===== src/rtl/ps2_key_pkg.sv =====
package ps2_key_pkg;

  localparam int unsigned FRAME_BITS = 11;
  localparam logic [7:0]  PFX_EXT    = 8'hE0;
  localparam logic [7:0]  PFX_REL    = 8'hF0;

  // Bit 0 arrives first; the last bit received lands in the MSB.
  typedef struct packed {
    logic       stop;
    logic       par;
    logic [7:0] data;
    logic       start;
  } ps2_frame_t;

  function automatic logic frame_good(ps2_frame_t f);
    return (!f.start) && f.stop && (^{f.par, f.data});
  endfunction

endpackage


===== src/rtl/ps2_line_filter.sv =====
module ps2_line_filter #(
  parameter int unsigned SYNC_STAGES = 2,
  parameter int unsigned FILT_LEN    = 4
) (
  input  logic clk,
  input  logic rst,
  input  logic line_i,
  output logic level_o
);

  localparam int unsigned CW = $clog2(FILT_LEN + 1);

  logic [SYNC_STAGES-1:0] sync_q;
  logic [CW-1:0]          run_q;
  logic                   level_q;
  logic                   sample;

  assign sample  = sync_q[SYNC_STAGES-1];
  assign level_o = level_q;

  always_ff @(posedge clk) begin
    if (rst) begin
      sync_q <= '1;
    end else begin
      sync_q <= {sync_q[SYNC_STAGES-2:0], line_i};
    end
  end

  // The output level flips only after FILT_LEN samples that all disagree with it.
  always_ff @(posedge clk) begin
    if (rst) begin
      run_q   <= '0;
      level_q <= 1'b1;
    end else if (sample != level_q) begin
      if (run_q == CW'(FILT_LEN - 1)) begin
        level_q <= sample;
        run_q   <= '0;
      end else begin
        run_q <= run_q + 1'b1;
      end
    end else begin
      run_q <= '0;
    end
  end

  // the level changes only to a value the synchroniser has presented, and only after a full run
  a_r9_follows_sample: assert property (@(posedge clk) disable iff (rst)
    !$stable(level_q) |-> (level_q == $past(sample)));
  a_r9_full_run: assert property (@(posedge clk) disable iff (rst)
    !$stable(level_q) |-> ($past(run_q) == CW'(FILT_LEN - 1)));

endmodule


===== src/rtl/ps2_frame_rx.sv =====
module ps2_frame_rx
  import ps2_key_pkg::*;
#(
  parameter int unsigned TIMEOUT_CYC = 25000
) (
  input  logic       clk,
  input  logic       rst,
  input  logic       kclk_i,
  input  logic       kdat_i,
  output logic       byte_vld_o,
  output logic [7:0] byte_o,
  output logic       err_o
);

  localparam int unsigned TW   = $clog2(TIMEOUT_CYC + 1);
  localparam int unsigned BCW  = $clog2(FRAME_BITS);
  localparam logic [BCW-1:0] LAST_BIT = BCW'(FRAME_BITS - 1);

  logic [FRAME_BITS-1:0] shift_q;
  logic [BCW-1:0]        bit_cnt_q;
  logic [TW-1:0]         quiet_q;
  logic                  kclk_prev_q;
  logic                  fall;
  ps2_frame_t            nxt;

  assign fall = kclk_prev_q & ~kclk_i;
  assign nxt  = ps2_frame_t'({kdat_i, shift_q[FRAME_BITS-1:1]});

  always_ff @(posedge clk) begin
    if (rst) begin
      kclk_prev_q <= 1'b1;
      shift_q     <= '0;
      bit_cnt_q   <= '0;
      quiet_q     <= '0;
      byte_vld_o  <= 1'b0;
      byte_o      <= '0;
      err_o       <= 1'b0;
    end else begin
      kclk_prev_q <= kclk_i;
      byte_vld_o  <= 1'b0;
      err_o       <= 1'b0;
      if (fall) begin
        shift_q <= nxt;
        quiet_q <= '0;
        if (bit_cnt_q == LAST_BIT) begin
          bit_cnt_q <= '0;
          if (frame_good(nxt)) begin
            byte_vld_o <= 1'b1;
            byte_o     <= nxt.data;
          end else begin
            err_o <= 1'b1;
          end
        end else begin
          bit_cnt_q <= bit_cnt_q + 1'b1;
        end
      end else if (bit_cnt_q != '0) begin
        if (quiet_q == TW'(TIMEOUT_CYC)) begin
          bit_cnt_q <= '0;
          quiet_q   <= '0;
        end else begin
          quiet_q <= quiet_q + 1'b1;
        end
      end else begin
        quiet_q <= '0;
      end
    end
  end

  // a stalled partial frame is dropped
  a_r8_stall_drop: assert property (@(posedge clk) disable iff (rst)
    (bit_cnt_q != '0 && !fall && quiet_q == TW'(TIMEOUT_CYC)) |=> (bit_cnt_q == '0));
  // the bit counter never passes the last frame bit
  a_r2_count_range: assert property (@(posedge clk) disable iff (rst)
    bit_cnt_q <= LAST_BIT);
  // a frame ends as a good byte or as an error, never both
  a_r7_one_outcome: assert property (@(posedge clk) disable iff (rst)
    !(byte_vld_o && err_o));

endmodule


===== src/rtl/ps2_scan_decode.sv =====
module ps2_scan_decode
  import ps2_key_pkg::*;
(
  input  logic       clk,
  input  logic       rst,
  input  logic       byte_vld_i,
  input  logic [7:0] byte_i,
  input  logic       err_i,
  output logic       key_valid_o,
  output logic [7:0] key_code_o,
  output logic       key_ext_o,
  output logic       key_rel_o,
  output logic       frame_err_o
);

  logic ext_pend_q;
  logic rel_pend_q;

  always_ff @(posedge clk) begin
    if (rst) begin
      ext_pend_q  <= 1'b0;
      rel_pend_q  <= 1'b0;
      key_valid_o <= 1'b0;
      key_code_o  <= '0;
      key_ext_o   <= 1'b0;
      key_rel_o   <= 1'b0;
      frame_err_o <= 1'b0;
    end else begin
      key_valid_o <= 1'b0;
      frame_err_o <= 1'b0;
      if (err_i) begin
        ext_pend_q  <= 1'b0;
        rel_pend_q  <= 1'b0;
        frame_err_o <= 1'b1;
      end else if (byte_vld_i) begin
        unique case (byte_i)
          PFX_EXT: ext_pend_q <= 1'b1;
          PFX_REL: rel_pend_q <= 1'b1;
          default: begin
            key_valid_o <= 1'b1;
            key_code_o  <= byte_i;
            key_ext_o   <= ext_pend_q;
            key_rel_o   <= rel_pend_q;
            ext_pend_q  <= 1'b0;
            rel_pend_q  <= 1'b0;
          end
        endcase
      end
    end
  end

  // prefix bytes never produce an event
  a_r3_prefix_silent: assert property (@(posedge clk) disable iff (rst)
    (byte_vld_i && !err_i && (byte_i == PFX_EXT || byte_i == PFX_REL)) |=> !key_valid_o);
  // the extended prefix is remembered
  a_r4_ext_held: assert property (@(posedge clk) disable iff (rst)
    (byte_vld_i && !err_i && byte_i == PFX_EXT) |=> ext_pend_q);
  // no prefix survives an event
  a_r5_flags_cleared: assert property (@(posedge clk) disable iff (rst)
    key_valid_o |-> (!ext_pend_q && !rel_pend_q));
  // an error flushes the prefixes and reports no key
  a_r6_err_flush: assert property (@(posedge clk) disable iff (rst)
    frame_err_o |-> (!ext_pend_q && !rel_pend_q && !key_valid_o));

endmodule


===== src/rtl/ps2_key_rx.sv =====
module ps2_key_rx #(
  parameter int unsigned SYNC_STAGES = 2,
  parameter int unsigned FILT_LEN    = 4,
  parameter int unsigned TIMEOUT_CYC = 25000
) (
  input  logic       clk,
  input  logic       rst,
  input  logic       ps2_clk_i,
  input  logic       ps2_dat_i,
  output logic       key_valid_o,
  output logic [7:0] key_code_o,
  output logic       key_ext_o,
  output logic       key_rel_o,
  output logic       frame_err_o
);

  logic [1:0] raw_lines;
  logic [1:0] clean_lines;
  logic       byte_vld;
  logic [7:0] byte_val;
  logic       byte_err;

  assign raw_lines = {ps2_dat_i, ps2_clk_i};

  for (genvar g = 0; g < 2; g++) begin : g_line
    ps2_line_filter #(
      .SYNC_STAGES(SYNC_STAGES),
      .FILT_LEN   (FILT_LEN)
    ) u_filt (
      .clk    (clk),
      .rst    (rst),
      .line_i (raw_lines[g]),
      .level_o(clean_lines[g])
    );
  end

  ps2_frame_rx #(
    .TIMEOUT_CYC(TIMEOUT_CYC)
  ) u_frame (
    .clk       (clk),
    .rst       (rst),
    .kclk_i    (clean_lines[0]),
    .kdat_i    (clean_lines[1]),
    .byte_vld_o(byte_vld),
    .byte_o    (byte_val),
    .err_o     (byte_err)
  );

  ps2_scan_decode u_dec (
    .clk        (clk),
    .rst        (rst),
    .byte_vld_i (byte_vld),
    .byte_i     (byte_val),
    .err_i      (byte_err),
    .key_valid_o(key_valid_o),
    .key_code_o (key_code_o),
    .key_ext_o  (key_ext_o),
    .key_rel_o  (key_rel_o),
    .frame_err_o(frame_err_o)
  );

  // event and error strobes are exclusive
  a_r10_strobe_excl: assert property (@(posedge clk) disable iff (rst)
    !(key_valid_o && frame_err_o));
  // an event strobe lasts a single cycle
  a_r2_valid_pulse: assert property (@(posedge clk) disable iff (rst)
    key_valid_o |=> !key_valid_o);

endmodule


===== config.mk =====
export PLATFORM = sky130hd
export DESIGN_NAME = ps2_key_rx
export DESIGN_NICKNAME = d
export VERILOG_FILES = /design/src/rtl/ps2_key_pkg.sv /design/src/rtl/ps2_line_filter.sv /design/src/rtl/ps2_frame_rx.sv /design/src/rtl/ps2_scan_decode.sv /design/src/rtl/ps2_key_rx.sv
export SDC_FILE = /design/constraint.sdc
export NUM_CORES = 1
export LEC_CHECK = 0
export ABC_AREA = 1
export BUFFER_PORTS_ARGS = -buffer_cell sky130_fd_sc_hd__buf_4
export CAP_MARGIN = 20
export CORE_MARGIN = 8
export CORE_UTILIZATION = 45
export CTS_CLUSTER_SIZE = 20
export DETAILED_ROUTE_END_ITERATION = 6
export PLACE_DENSITY_LB_ADDON = 0.05
export SYNTH_ARGS = -nofsm -noshare
export SYNTH_HDL_FRONTEND = slang
export SYNTH_SLANG_ARGS = --single-unit

===== constraint.sdc =====
create_clock -name clk -period 1.9 [get_ports clk]
set_input_delay 0.38 -clock clk [delete_from_list [all_inputs] [get_ports clk]]
set_output_delay 0.38 -clock clk [all_outputs]
set_load 0.01 [all_outputs]

### Word-level counts from Yosys, hierarchy flattened

Cells that the tools add are included.

| storage, ports and cells | value |
|---|---|
| register bits | 67 |
| latch bits | 0 |
| bits in writable memories | 0 |
| bits in read-only memories | 0 |
| output and inout bits | 12 |
| logic and storage cells | 75 |
| memories | 0 |

| cells by class | value |
|---|---|
| add/sub/neg operators | 4 |
| multipliers | 0 |
| divide/modulo/power cells | 0 |
| magnitude comparators | 0 |
| eq/ne operators | 8 |
| shift operators | 0 |
| mux-type cells | 10 |
| bitwise operators | 12 |
| reduce and logical (&&, ||, !) cells | 21 |

Operators with widths:

| operator | number |
|---|---|
| $eq 8x8->1 const B | 2 |
| $mux 4 | 4 |
| $add 15x1->15 const B | 1 |
| $eq 15x15->1 const B | 1 |
| $reduce_or 3->1 | 4 |
| $not 1->1 | 11 |
| $reduce_and 2->1 | 5 |
| $reduce_xor 9->1 | 1 |
| $add 3x1->3 const B | 2 |
| $eq 3x2->1 const B | 2 |
| $reduce_and 3->1 | 2 |
| $add 4x1->4 const B | 1 |
| $eq 4x4->1 const B | 1 |
| $mux 1 | 4 |
| $pmux 1 s2 | 2 |
| $reduce_bool 2->1 | 2 |
| $reduce_bool 4->1 | 1 |
| $reduce_or 2->1 | 2 |
| $reduce_or 4->1 | 1 |
| $logic_and 1x1->1 | 2 |
| $ne 1x1->1 | 2 |
| $and 1x1->1 | 1 |
| $logic_not 1->1 | 1 |

### Depth between registers and ports, before layout

Gate-level depths: netlist (run 1).

| depth | value |
|---|---|
| word-level depth | 4 |
| gate-level depth with buffers | 13 |
| gate-level depth less buffers | 12 |

### Modules after synthesis

Synthesis (run 1) repeated with hierarchy kept, for this count alone.

| second synthesis, totals | value |
|---|---|
| cell total of the unflattened synthesis | 404 |
| area, all modules | 3025.4 um2 |

By module, submodules not included:

| module | times used | cells each | area each (um2) | seq. area each (um2) |
|---|---|---|---|---|
| ps2_frame_rx | 1 | 264 | 1944.4 | 800.8 |
| ps2_scan_decode | 1 | 94 | 645.6 | 280.3 |
| ps2_line_filter | 2 | 23 | 217.7 | 120.1 |

### Worst setup path after synthesis (run 1)

Ideal clock, no wire load.

| timing path | value |
|---|---|
| kind | reg2reg |
| start | register u_frame.quiet_q[0] |
| end | register u_frame.quiet_q[14] |
| library setup time | 0.114 ns |
| data arrival time | 1.386 ns |
| required time | 1.786 ns |
| path slack | 0.400 ns |
| stages on the path, launching flop included | 11 |
| cells stage by stage | dfxtp_1 ha_1 nand3_2 nor2_2 nand2_2 nor3_4 nand2_2 nor2_4 nand3_1 nand2_1 a21oi_2 |

| between the ends | value |
|---|---|
| word-level cells in the longest chain between the ends | 2 |
| elaborated cells on any way between the ends | 3 |

Ends and longest elaborated chain:

| what | RTL line | source |
|---|---|---|
| start, declared | ps2_frame_rx.sv:21 | `logic [TW-1:0] quiet_q;` |
| start signal, assigned | ps2_frame_rx.sv:61 | `quiet_q <= quiet_q + 1'b1;` |
| branches (longest 2 deep; another with $add 15x1->15) | -- |  |

Several ways; the timed one is not identified.
A chain may end at the register's enable or synchronous reset.

### Worst setup path in the final report (run 1)

| timing path | value |
|---|---|
| start | register u_frame.quiet_q[0] |
| end | register u_frame.quiet_q[12] |

Same word-level chain as after synthesis.

==> results of run 1 <==
## critical path, cell delays in order (launching register included)
cell,delay [ns]
dfxtp_1,0.40
inv_1,0.06
ha_1,0.19
nand4_1,0.09
nor3_1,0.07
nor2_1,0.16
nand3_2,0.30
a21oi_1,0.22
o21a_1,0.14
## metal layers
layer / GRT usage [%] / up-vias
met5: 0 / -
met1: 15.03 / 1009
met3: 3.465 / 8
met4: 6.914 / 0
met2: 21.52 / 16
li1: - / 1230
## report_power, final
part / internal [W] / total (W) / switching (W)
Clock: 0.000765 / 0.00130 / 0.000531
Combinational: 0.0000148 / 0.0000392 / 0.0000244
Sequential: 0.00139 / 0.00139 / 0.00000237
## final timing paths
kind | to | slack (ns) | cells after the start
worst max-delay path | u_frame.quiet_q[12] | 0.19 | 8
worst min-delay path | g_line[0].u_filt.sync_q[0] | 0.23 | 2
worst max register to register | u_frame.quiet_q[12] | 0.19 | 8
worst min register to register | g_line[0].u_filt.sync_q[1] | 0.41 | 1
## synthesized netlist by cell type
cell,n
nand3_2,3
nor4_1,2
nor2_1,64
nand4_2,2
inv_2,4
a21oi_1,26
o31ai_1,1
nor2_2,3
buf_4,2
xnor2_1,1
nor3_4,2
ha_1,9
nor2_4,1
buf_1,1
nand4_1,6
xor2_1,2
clkbuf_2,1
inv_1,45
and3_1,1
nand4_4,1
buf_6,1
o211ai_1,2
clkbuf_1,4
or2_2,4
nor3b_1,3
dfxtp_1,66
nor3_1,6
nand2_2,4
o21a_1,2
nand3_1,12
nand2_1,68
a211oi_1,1
a21oi_2,1
clkinv_1,1
o21ai_0,22
## cell type report
class                      instances  area, um2  share of cell area, %
tap                               77      96.34                  2.971
sequential                        66       1321                  40.74
clock buffer                      10      137.6                  4.244
timing repair buffer              18      135.1                  4.167
inverter                          50      187.7                  5.787
clock inverter                     5      78.83                  2.431
multi-input combinational        249       1286                  39.66
## through the flow
stage	power (W)	instance area (um2)	utilization, %
floorplan	0.001450	2845	-
global placement	0.001462	3027	48.50
detailed placement	0.001463	3027	48.50
CTS	0.002772	3243	51.96
global route	0.002827	3243	51.96
finish	0.002726	3243	51.96
## cells by family (layout without fill, tap and decap cells)
group	Yosys count	after routing	share of synthesized area, %
simple gates	182	182	29.99
flops	66	66	46.44
xor+xnor	3	3	0.9237
fa+ha+maj	9	9	3.958
buf+inv	59	83	8.354
compound gates	55	55	10.33
## state kept, by name, summed over array words and instances (netlist names)
name,flops
u_dec.rel_pend_q,1
u_dec.key_ext_o,1
u_frame.byte_vld_o,1
u_frame.bit_cnt_q,4
u_frame.kclk_prev_q,1
g_line.u_filt.sync_q,4
u_dec.ext_pend_q,1
u_dec.key_code_o,8
g_line.u_filt.run_q,6
u_frame.quiet_q,15
u_dec.key_valid_o,1
u_frame.err_o,1
u_frame.byte_o,8
u_dec.key_rel_o,1
u_frame.shift_q,10
g_line.u_filt.level_o,2
u_dec.frame_err_o,1
==> flow_summary.toml, run 1 <==
[outcome]
outcome = "finished, final reports clean"

[detailed_routing]
wl_met2_mm = 2.401
first_pass_iters = 4
viasPerCell = 4.764
wl_per_cell_um = 10.97
vias = 2263
maxUsedRoutingLayer = "met4"
drc_errors = 0
routed_wl_mm = 5.212
route.met3.wl_um = 160
wl_met1_mm = 2.557
ant_nets = 0
dr.first_iter.drc_count = 75

[worst_hold_path]
hold_path_class = "input port to flop"
min_from = "ps2_clk_i"

[setup_path]
cp-end-kind = "flop"
crit_type = "flop to flop"
required_ns = 2.18
crit_start = "u_frame.quiet_q[0]"
startpoint_type = "flop"
r2r-start = "u_frame.quiet_q[0]"
cp.arrival_ns = 1.99
critPathMaxFanout = 15

[timing]
finalCriticalPeriod_ns = 1.713
slew_headroom_pct = 72.81
fin_skew_ns = 0.003745
post-route-worst-setup-slack_ns = 0.1873
hold_ws_ns = 0.2279
final.setup.tns_ns = 0
fmax_mhz = 583.9
worst_slew_pin_slew_ns = 0.4041
hold_viol = 0
rsz0062_at_grt = "false"
finalSetupViolCount = 0
slew_viol_final = 0
post-route-period-util_pct = 90.14

[clock_tree]
htree_levels = 3
cts_buffers = 9
cts_tree = "yes"
cts_sinks = 66
cts_max_path_buffers = 2
ctsHoldBuffers = 0
cts_resized = 0
clk_latency_ns = 0.33
path_clk_slew_ns = 0.07
root_buffer = "clkbuf_8"
cts_setup_buffers = 0

[grt]
gr-total-overflow = 0
grt.total_usage_pct = 12.99
grt_pass1_vias = 2205
grt_max_degree = 31
grt_pass1_wl_mm = 9.328
antenna_found_initial = 0

[die]
rows = 29
start_util_pct = 45.59
dieHeight_um = 95.52
ios = 16
core_um2 = 6241
die_area_um2 = 9123
die_width_um = 95.52

[layout]
fin_cells = 475
nNetsFinal = 407
drive_gt1_share_pct = 14.57
nFillCells = 631
diodes = 0
areaGrowthSynthToFinish_pct = 13.98
final_common_cell = "nand2_1"
layout_common_cells = "nand2_1, dfxtp_1, nor2_1"

[placement]
placedCellCount = 460
portBuffers = 15
pre_cts_ws_ns = 0.1551
place_congestion = 0.8142
hpwl_mm = 3.705

[synth]
synth_top_cell_by_area = "dfxtp_1"
synth-seq-cells = 66
syn_area_um2 = 2845
synthDistinctLibCells = 35
synth.area.top_cells = "dfxtp_1, nand2_1, nor2_1"
synth_top_area_share_pct = 46.44
avgSynthCellArea_um2 = 7.608
seq_area_frac_synth_pct = 46.44
syn_inst = 374
yosysWarnings = 0
syn-num-nets = 387

[power_and_ir_drop]
p_per_area_nw_per_um2 = 840.6
peakVddDrop_uv = 453.0
leakagePower_nw = 1.394

[run]
cap_violations = 0
Note: power is estimated with default switching activity, not from simulation.
==> run 2: changes to the inputs <==
--- a/config.mk
+++ b/config.mk
@@ -10,6 +10,7 @@
 export CAP_MARGIN = 20
 export CORE_MARGIN = 8
 export CORE_UTILIZATION = 45
+export CTS_BUF_LIST = sky130_fd_sc_hd__clkbuf_2
 export CTS_CLUSTER_SIZE = 20
 export DETAILED_ROUTE_END_ITERATION = 6
 export PLACE_DENSITY_LB_ADDON = 0.05
==> flow_summary.toml, run 2 (synthesis results as in run 1) <==
[detailed_routing]
vias = 2270
routed_wl_mm = 5.120
first_pass_iters = 6
dr.first_iter.drc_count = 58
wl_per_cell_um = 10.78
ant_nets = 0
viasPerCell = 4.779
drc_errors = 0

[setup_path]
rr_worst_depth = 8
crit_start = "u_frame.quiet_q[0]"
cp-end-kind = "flop"
r2r_end = "u_frame.quiet_q[12]"
startpoint_type = "flop"
required_ns = 2.34
cp.arrival_ns = 2.10
crit_type = "flop to flop"
r2r-start = "u_frame.quiet_q[0]"
critPathMaxFanout = 15
rrSetupSlack_ns = 0.24

[placement]
hpwl_mm = 3.705
portBuffers = 15
place_congestion = 0.8142
pre_cts_ws_ns = 0.1551

[timing]
post-route-period-util_pct = 87.57
final.setup.tns_ns = 0
finalSetupViolCount = 0
finalCriticalPeriod_ns = 1.664
hold_viol = 0
worst_slew_pin_slew_ns = 0.4100
rsz0062_at_grt = "false"
slew_headroom_pct = 72.42
slew_viol_final = 0
fin_skew_ns = 0.01308
post-route-worst-setup-slack_ns = 0.2361
fmax_mhz = 601.0

[grt]
gr-total-overflow = 0
grt_pass1_wl_mm = 9.273
antenna_found_initial = 0
grt.total_usage_pct = 12.91
grt_max_degree = 31
grt_pass1_vias = 2211

[outcome]
outcome = "finished, final reports clean"

[clock_tree]
htree_levels = 3
cts_max_path_buffers = 2
cts_setup_buffers = 0
ctsHoldBuffers = 0
cts_tree = "yes"
clk_latency_ns = 0.48
cts_buffers = 9
cts_sinks = 66
root_buffer = "clkbuf_2"
path_clk_slew_ns = 0.18

[die]
die_area_um2 = 9123
dieHeight_um = 95.52
die_width_um = 95.52
ios = 16
start_util_pct = 45.59
rows = 29
core_um2 = 6241

[layout]
largestRegisters = "u_frame.quiet_q (15), u_frame.shift_q (10)"
regArea_um2 = 1321
largest_reg_flops = 15
nNetsFinal = 407
layout_common_cells = "nand2_1, dfxtp_1, nor2_1"
final_common_cell = "nand2_1"
areaGrowthSynthToFinish_pct = 11.13
multi_input_area_um2 = 1294
largest-register = "u_frame.quiet_q"
drive_gt1_share_pct = 14.32
nFillCells = 643
diodes = 0

[worst_hold_path]
min_from = "ps2_clk_i"
hold_end = "g_line[0].u_filt.sync_q[0]"
hold_depth = 2
hold_path_class = "input port to flop"

[run]
cap_violations = 0

[power_and_ir_drop]
peakVddDrop_uv = 433.5
leakagePower_nw = 1.362
p_per_area_nw_per_um2 = 746.6
==> run 2: cell types whose count changed in the layout (fill, tap and decap cells not counted), sizes merged <==
cell    before  now
clkinv       4    5
clkbuf      10    9
==> run 2: cell type report <==
class                           count  share of cell area (%)
Multi-Input combinational cell    249                   40.92
Sequential cell                    66                   41.79
Inverter                           50                   5.936
Timing Repair Buffer               18                   4.274
Tap cell                           77                   3.047
Clock inverter                      6                   2.612
Clock buffer                        9                   1.425
==> run 2: how the worst max path moves through the flow <==
| stage | to | cells past startpoint |
|---|---|---|
| floorplan | u_frame.quiet_q[14] | 10 |
| global placement | u_frame.quiet_q[14] | 10 |
| detailed placement | u_frame.quiet_q[12] | 8 |
| CTS | u_frame.quiet_q[12] | 8 |
| global route | u_frame.byte_o[0] | 12 |
| finish | u_frame.quiet_q[12] | 8 |
==> run 2: routing by layer <==
metal	vias up	global-route usage, %	routed length (um)
met3	10	3.228	163
li1	1233	-	-
met4	0	7.682	96
met5	-	0	0
met1	1008	14.89	2509
met2	19	21.23	2351
==> run 2: what timing repair did <==
action                                  CTS  global route
resized for setup                         0             1
endpoints found under the setup margin    0             1
hold endpoints to repair                  0             0
==> run 2: stage by stage <==
stage               total power, W  cell area, um2  std cells  hold slack (ns)  util, %
floorplan                 0.001450            2845        374           0.3895        -
CTS                       0.002401            3154        475          0.02655    50.54
global route              0.002453            3162        475          0.01746    50.66
finish                    0.002361            3162        475          0.07234    50.66
detailed placement        0.001463            3027        460           0.3944    48.50
global placement          0.001462            3027        460           0.3940    48.50
==> run 2: critical path: stages, from the launching register on <==
cell     delay [ns]
dfxtp_1        0.44
inv_1          0.06
ha_1           0.19
nand4_1        0.09
nor3_1         0.07
nor2_1         0.22
nand3_4        0.23
a21oi_1        0.18
o21a_1         0.14
==> run 2: where the power goes <==
| group | internal, W | total, W | switching [W] |
|---|---|---|---|
| clock network | 0.000423 | 0.000928 | 0.000505 |
| registers | 0.00139 | 0.00139 | 0.00000238 |
| logic | 0.0000148 | 0.0000394 | 0.0000245 |
| total | 0.00183 | 0.00236 | 0.000532 |
